--- src/rtl/chm_pkg.sv ---
package chm_pkg;

    typedef enum logic {
        SEQ_STARTUP = 1'b0,
        SEQ_READY   = 1'b1
    } seq_state_e;

    typedef struct packed {
        logic pull_up;
        logic pull_dn;
        logic stim_en;
        logic stim_val;
    } chan_ctl_t;

    localparam logic [1:0] LVL_LOW  = 2'b00;
    localparam logic [1:0] LVL_HIGH = 2'b01;

    // Per-channel front-end control from the committed word.
    function automatic chan_ctl_t chan_decode(input logic valid,
                                              input logic self_test,
                                              input logic mode_bit);
        chan_ctl_t c;
        c = '0;
        if (valid) begin
            if (self_test) begin
                c.stim_en  = 1'b1;
                c.stim_val = mode_bit;
            end else begin
                c.pull_up = mode_bit;
                c.pull_dn = ~mode_bit;
            end
        end
        return c;
    endfunction

    // Comparator with hold inside the hysteresis band.
    function automatic logic cmp_next(input logic stim_en,
                                      input logic stim_val,
                                      input logic [1:0] lvl,
                                      input logic prev);
        logic r;
        if (stim_en) begin
            r = stim_val;
        end else begin
            case (lvl)
                LVL_LOW:  r = 1'b0;
                LVL_HIGH: r = 1'b1;
                default:  r = prev;
            endcase
        end
        return r;
    endfunction

endpackage

--- src/rtl/chm_por_seq.sv ---
module chm_por_seq
    import chm_pkg::*;
#(
    parameter int STARTUP_CYC  = 50000,
    parameter int LOW_FILT_CYC = 2250
) (
    input  logic clk,
    input  logic rst,
    input  logic supply_ok,
    output logic accepting,
    output logic wipe
);
    localparam int SW = $clog2(STARTUP_CYC + 1);
    localparam int LW = $clog2(LOW_FILT_CYC + 1);

    seq_state_e    state;
    logic [SW-1:0] st_cnt;
    logic [LW-1:0] low_cnt;

    assign wipe      = !supply_ok && (low_cnt == LW'(LOW_FILT_CYC - 1));
    assign accepting = (state == SEQ_READY) && !wipe;

    always_ff @(posedge clk) begin
        if (rst || wipe) begin
            state   <= SEQ_STARTUP;
            st_cnt  <= '0;
            low_cnt <= '0;
        end else begin
            low_cnt <= supply_ok ? '0 : low_cnt + LW'(1);
            if (state == SEQ_STARTUP && supply_ok) begin
                if (st_cnt == SW'(STARTUP_CYC - 1)) begin
                    state  <= SEQ_READY;
                    st_cnt <= '0;
                end else begin
                    st_cnt <= st_cnt + SW'(1);
                end
            end
        end
    end

    assert_startup_bound_R2: assert property (@(posedge clk) disable iff (rst)
        (state == SEQ_STARTUP) |-> (st_cnt < SW'(STARTUP_CYC)));

    assert_startup_pause_R2: assert property (@(posedge clk) disable iff (rst)
        (state == SEQ_STARTUP && !supply_ok && !wipe) |=> $stable(st_cnt));

    assert_wipe_restart_R10: assert property (@(posedge clk) disable iff (rst)
        wipe |=> (state == SEQ_STARTUP && st_cnt == '0));

    assert_filter_bound_R11: assert property (@(posedge clk) disable iff (rst)
        low_cnt < LW'(LOW_FILT_CYC));

endmodule

--- src/rtl/chm_cfg_store.sv ---
module chm_cfg_store
    import chm_pkg::*;
#(
    parameter int N_CH = 8
) (
    input  logic            clk,
    input  logic            rst,
    input  logic            wipe,
    input  logic            accepting,
    input  logic            commit,
    input  logic [N_CH:0]   cfg_word,
    output logic [N_CH-1:0] pu_en,
    output logic [N_CH-1:0] pd_en,
    output logic [N_CH-1:0] tst_en,
    output logic [N_CH-1:0] tst_val,
    output logic            wr_accepted
);
    localparam int TEST_BIT = N_CH;

    logic [N_CH:0] latch_q;
    logic          cfg_valid;
    logic          acc_q;

    always_ff @(posedge clk) begin
        if (rst || wipe) begin
            latch_q   <= '0;
            cfg_valid <= 1'b0;
            acc_q     <= 1'b0;
        end else begin
            acc_q <= commit && accepting;
            if (commit && accepting) begin
                latch_q   <= cfg_word;
                cfg_valid <= 1'b1;
            end
        end
    end

    assign wr_accepted = acc_q;

    for (genvar i = 0; i < N_CH; i++) begin : g_chan
        chan_ctl_t ctl;
        assign ctl        = chan_decode(cfg_valid, latch_q[TEST_BIT], latch_q[i]);
        assign pu_en[i]   = ctl.pull_up;
        assign pd_en[i]   = ctl.pull_dn;
        assign tst_en[i]  = ctl.stim_en;
        assign tst_val[i] = ctl.stim_val;
    end

    assert_pull_excl_R5: assert property (@(posedge clk) disable iff (rst)
        (pu_en & pd_en) == '0);

    assert_test_quiet_R6: assert property (@(posedge clk) disable iff (rst)
        (|tst_en) |-> ((pu_en | pd_en) == '0));

    assert_accept_gate_R2: assert property (@(posedge clk) disable iff (rst)
        wr_accepted |-> $past(commit && accepting));

    assert_first_write_R3: assert property (@(posedge clk) disable iff (rst)
        $rose(cfg_valid) |-> wr_accepted);

endmodule

--- src/rtl/chm_cmp_bank.sv ---
module chm_cmp_bank
    import chm_pkg::*;
#(
    parameter int N_CH = 8
) (
    input  logic              clk,
    input  logic              rst,
    input  logic              wipe,
    input  logic [N_CH-1:0]   tst_en,
    input  logic [N_CH-1:0]   tst_val,
    input  logic [2*N_CH-1:0] lvl_code,
    output logic [N_CH-1:0]   din_bit
);
    for (genvar i = 0; i < N_CH; i++) begin : g_cmp
        logic q;
        always_ff @(posedge clk) begin
            if (rst || wipe) q <= 1'b0;
            else             q <= cmp_next(tst_en[i], tst_val[i], lvl_code[2*i +: 2], q);
        end
        assign din_bit[i] = q;

        assert_stim_follow_R8: assert property (@(posedge clk) disable iff (rst)
            ($past(tst_en[i]) && !$past(wipe)) |-> (din_bit[i] == $past(tst_val[i])));

        assert_band_hold_R9: assert property (@(posedge clk) disable iff (rst)
            (!$past(tst_en[i]) && $past(lvl_code[2*i+1]) && !$past(wipe))
                |-> $stable(din_bit[i]));
    end

endmodule

--- src/rtl/chan_mode_ctrl.sv ---
module chan_mode_ctrl
    import chm_pkg::*;
#(
    parameter int N_CH         = 8,
    parameter int STARTUP_CYC  = 50000,
    parameter int LOW_FILT_CYC = 2250
) (
    input  logic              clk,
    input  logic              rst,
    input  logic              supply_ok,
    input  logic              cfg_commit,
    input  logic [N_CH:0]     cfg_word,
    input  logic [2*N_CH-1:0] lvl_code,
    output logic [N_CH-1:0]   pu_en,
    output logic [N_CH-1:0]   pd_en,
    output logic [N_CH-1:0]   tst_en,
    output logic [N_CH-1:0]   tst_val,
    output logic [N_CH-1:0]   din_bit,
    output logic              wr_accepted
);
    logic accepting;
    logic wipe;

    chm_por_seq #(
        .STARTUP_CYC (STARTUP_CYC),
        .LOW_FILT_CYC(LOW_FILT_CYC)
    ) u_seq (
        .clk      (clk),
        .rst      (rst),
        .supply_ok(supply_ok),
        .accepting(accepting),
        .wipe     (wipe)
    );

    chm_cfg_store #(.N_CH(N_CH)) u_store (
        .clk        (clk),
        .rst        (rst),
        .wipe       (wipe),
        .accepting  (accepting),
        .commit     (cfg_commit),
        .cfg_word   (cfg_word),
        .pu_en      (pu_en),
        .pd_en      (pd_en),
        .tst_en     (tst_en),
        .tst_val    (tst_val),
        .wr_accepted(wr_accepted)
    );

    chm_cmp_bank #(.N_CH(N_CH)) u_cmp (
        .clk     (clk),
        .rst     (rst),
        .wipe    (wipe),
        .tst_en  (tst_en),
        .tst_val (tst_val),
        .lvl_code(lvl_code),
        .din_bit (din_bit)
    );

    assert_wipe_clears_R10: assert property (@(posedge clk) disable iff (rst)
        wipe |=> (pu_en == '0 && pd_en == '0 && tst_en == '0 && din_bit == '0 && !wr_accepted));

endmodule

--- config.mk ---
export PLATFORM = sky130hd
export DESIGN_NAME = chan_mode_ctrl
export DESIGN_NICKNAME = d
export VERILOG_FILES = /design/src/rtl/chm_pkg.sv /design/src/rtl/chm_por_seq.sv /design/src/rtl/chm_cfg_store.sv /design/src/rtl/chm_cmp_bank.sv /design/src/rtl/chan_mode_ctrl.sv
export SDC_FILE = /design/constraint.sdc
export NUM_CORES = 1
export LEC_CHECK = 0
export BUFFER_PORTS_ARGS = -buffer_cell sky130_fd_sc_hd__buf_4
export CAP_MARGIN = 20
export CORE_UTILIZATION = 25
export CTS_BUF_LIST = sky130_fd_sc_hd__clkbuf_8 sky130_fd_sc_hd__clkbuf_16
export DETAILED_ROUTE_END_ITERATION = 6
export PLACE_DENSITY_LB_ADDON = 0.3
export REMOVE_ABC_BUFFERS = 1
export SYNTH_ARGS = -nofsm -noshare
export SYNTH_HDL_FRONTEND = slang
export SYNTH_HIERARCHICAL = 1
export SYNTH_SLANG_ARGS = --single-unit
--- constraint.sdc ---
create_clock -name clk -period 6.23 [get_ports clk]
set_input_delay 1.246 -clock clk [delete_from_list [all_inputs] [get_ports clk]]
set_output_delay 1.246 -clock clk [all_outputs]
set_load 0.05 [all_outputs]
==> flow_summary.json <==
{
  "syn_avg_cell_area_um2": 9.06,
  "diodes": 0,
  "finalCritPeriodShare_pct": 49.6,
  "fp-row-count": 36,
  "setup_tns_ns": 0,
  "drc_errors": 0,
  "hold_viol_final": 0,
  "clk_latency_ns": 0.30,
  "setup.worst_path.end_class": "primary output",
  "crit_chain": "and2_1, buf_4",
  "yosys_register_bits": 48,
  "areaGrowthSynthToFinish_pct": 24.5,
  "gp_congestion": 0.811,
  "dieArea_um2": 10600,
  "clockRootBuffer": "clkbuf_8",
  "cts_setup_buffers": 0,
  "drtPass1Iterations": 4,
  "cts_sinks": 48,
  "grt_busiest_layer": "met2",
  "vias": 2072,
  "use_met1_pct": 13.5,
  "io_buffers": 69,
  "final.min_clock_period_ns": 3.09,
  "finalMaxSlewViolations": 0,
  "p_total_uw": 566,
  "syn_area_um2": 2560,
  "htree_num_levels": 2,
  "grt.met3_usage_pct": 2.71,
  "grt_pass1_vias": 1865,
  "holdBufCountCts": 0,
  "ios": 70,
  "drtIter0Drc": 72,
  "grt_max_degree": 25,
  "arrival_ns": 1.84,
  "synth_cell_types": 46,
  "relSlewSlack_pct": 47.4,
  "clock_skew_ns": 0.0118,
  "grt_use_met2_pct": 17.8,
  "p_per_area_nw_per_um2": 178,
  "die_y_um": 103,
  "wl_per_cell_um": 12.1,
  "p_leak_nw": 1.38,
  "die_w_um": 103,
  "path_class": "register to primary output",
  "cp-start-kind": "register",
  "max_freq_ghz": 0.324,
  "routed_wl_mm": 5.65,
  "vdd_drop_max_mv": 0.0863,
  "cts_tree": "built",
  "initial_utilization_pct": 26.0,
  "cp_slowest_cell": "and2_1",
  "min_path_type": "register to register",
  "place_inst": 460,
  "worst-path-max-fanout": 24,
  "rsz0062_at_grt": "false",
  "coreArea_um2": 9820,
  "post_dp_cell_area_um2": 3080,
  "numCtsBuffers": 5,
  "track_usage_pct": 10.7,
  "cts_buffer_depth": 2,
  "final_cell_count_no_fill": 469,
  "vias_per_cell": 4.42,
  "seq_area_frac_synth_pct": 37.6,
  "antenna_found_initial": 0,
  "drv_cap": 0,
  "dp_hpwl_mm": 4.19,
  "finalNetCount": 367,
  "setup_viol": 0,
  "grt_overflow": 0,
  "outcome": "completed",
  "worstMarginPinSlew_ns": 0.789,
  "ant_nets": 0,
  "yosysWarnings": 6,
  "drive_above_1_share_pct": 33.6,
  "finalInstanceArea_um2": 3180,
  "slowest_delay_ns": 0.70,
  "grt_pass1_wl_mm": 8.88,
  "synthCells": 282,
  "ctsResizeCount": 0,
  "cp.required_ns": 4.98,
  "clk_pin_slew_worst_paths_ns": 0.09
}
worst max-delay path: cells and delay by family (launching register included):
kind	cells	cell delay [ns]
AND/OR/NAND/NOR	1	0.70
flip-flops	1	0.51
buffers and inverters	1	0.33
stage by stage:
step	setup slack, ns	hold WS, ns	util, %
2_1_floorplan	1.56	0.441	-
3_3_place_gp	3.12	0.466	31.3
3_5_place_dp	3.05	0.471	31.3
4_1_cts	3.10	0.493	32.3
5_1_grt	2.93	0.520	32.4
6_report	3.14	0.487	32.4
cells in the final DEF, fill, tap and decap left out, drive strengths merged, types with 8 or more instances in the layout:
| cell | synthesis | final |
|---|---|---|
| nand2 | 14 | 14 |
| nand2b | 9 | 9 |
| nand4 | 9 | 9 |
| o211a | 8 | 8 |
| and2 | 11 | 11 |
| xnor2 | 9 | 9 |
| nor2 | 38 | 38 |
| a21bo | 9 | 9 |
| and3 | 10 | 10 |
| xor2 | 10 | 10 |
| buf | 23 | 72 |
| mux2 | 8 | 8 |
| nand3 | 14 | 14 |
| dfxtp | 48 | 48 |
| a21oi | 16 | 16 |
synthesized netlist by cell type, drive strengths merged:
master   instances  share of area [%]
xnor2            9                3.1
mux2             8                4.7
buf             23                6.5
nand3b           1               0.78
o41a             1               0.44
nand4            9                2.4
and2            11                2.7
nor4b            1               0.34
and4             2               0.73
o21a             1               0.29
and2b            1               0.29
dfxtp           48                 38
a31o             1               0.34
nand2b           9                2.2
nand3           14                2.7
nor2            38                5.7
nand2           14                2.1
nor2b            2               0.49
o211a            8                3.1
and3            10                2.4
ha               3                1.5
a21bo            9                3.5
mux2i            1               0.39
clkbuf           3               0.49
and4b            1               0.39
nand4bb          1               0.44
or3              6                1.5
o31ai            2               0.78
inv              4               0.59
o21ai            5               0.98
a21oi           16                4.5
nor3             6                1.2
or2              1               0.24
xor2            10                3.4
nand4b           1               0.34
or4              1               0.44
or4b             1               0.39
cell families after synthesis:
kind of cell             count (synthesis)  synth area share (%)
adder cells (fa/ha/maj)                  3                  1.47
AND/OR/NAND/NOR                        130                  27.8
XOR/XNOR                                19                  6.51
buffers and inverters                   30                  7.59
AO/OA/AOI/OAI                           43                  14.0
multiplexers                             9                  5.09
flip-flops                              48                  37.6
area by class of cell:
type	count	area, um^2
Fill cell	1058	6640
Multi-Input combinational cell	204	1400
Timing Repair Buffer	72	541
Sequential cell	48	961
Inverter	4	15.0
Clock inverter	2	15.0
Tap cell	133	166
Clock buffer	6	82.6
sequential cells by signal, summed over array words and instances, names as in the netlist:
signal,flops
u_seq/st_cnt,16
u_seq/low_cnt,12
u_store/latch_q,9
u_cmp/g_cmp.q,8
u_seq/state,1
u_store/cfg_valid,1
u_store/wr_accepted,1
layer usage:
layer	part of all wire [%]	wire (um)	up-vias
met5	0	0	-
met4	0.53	30	0
li1	-	-	1069
met2	44	2470	59
met3	6.7	377	2
met1	49	2770	942
power by group:
group | internal [mW] | total, mW | switching (mW)
clock | 0.0900 | 0.195 | 0.105
combinational | 0.0277 | 0.0556 | 0.0280
sequential | 0.312 | 0.315 | 0.00350
total | 0.429 | 0.566 | 0.137
path summary, 6_finish.rpt:
check | startpoint | end | slack (ns) | cells after the start
max | u_store/cfg_valid | tst_en[6] | 3.14 | 2
min | u_seq/low_cnt[0] | u_seq/low_cnt[0] | 0.49 | 1
max reg2reg | u_seq/low_cnt[0] | u_store/latch_q[4] | 3.87 | 7
min reg2reg | u_seq/low_cnt[0] | u_seq/low_cnt[0] | 0.49 | 1
No activity file was read; power rests on OpenSTA's default activity.
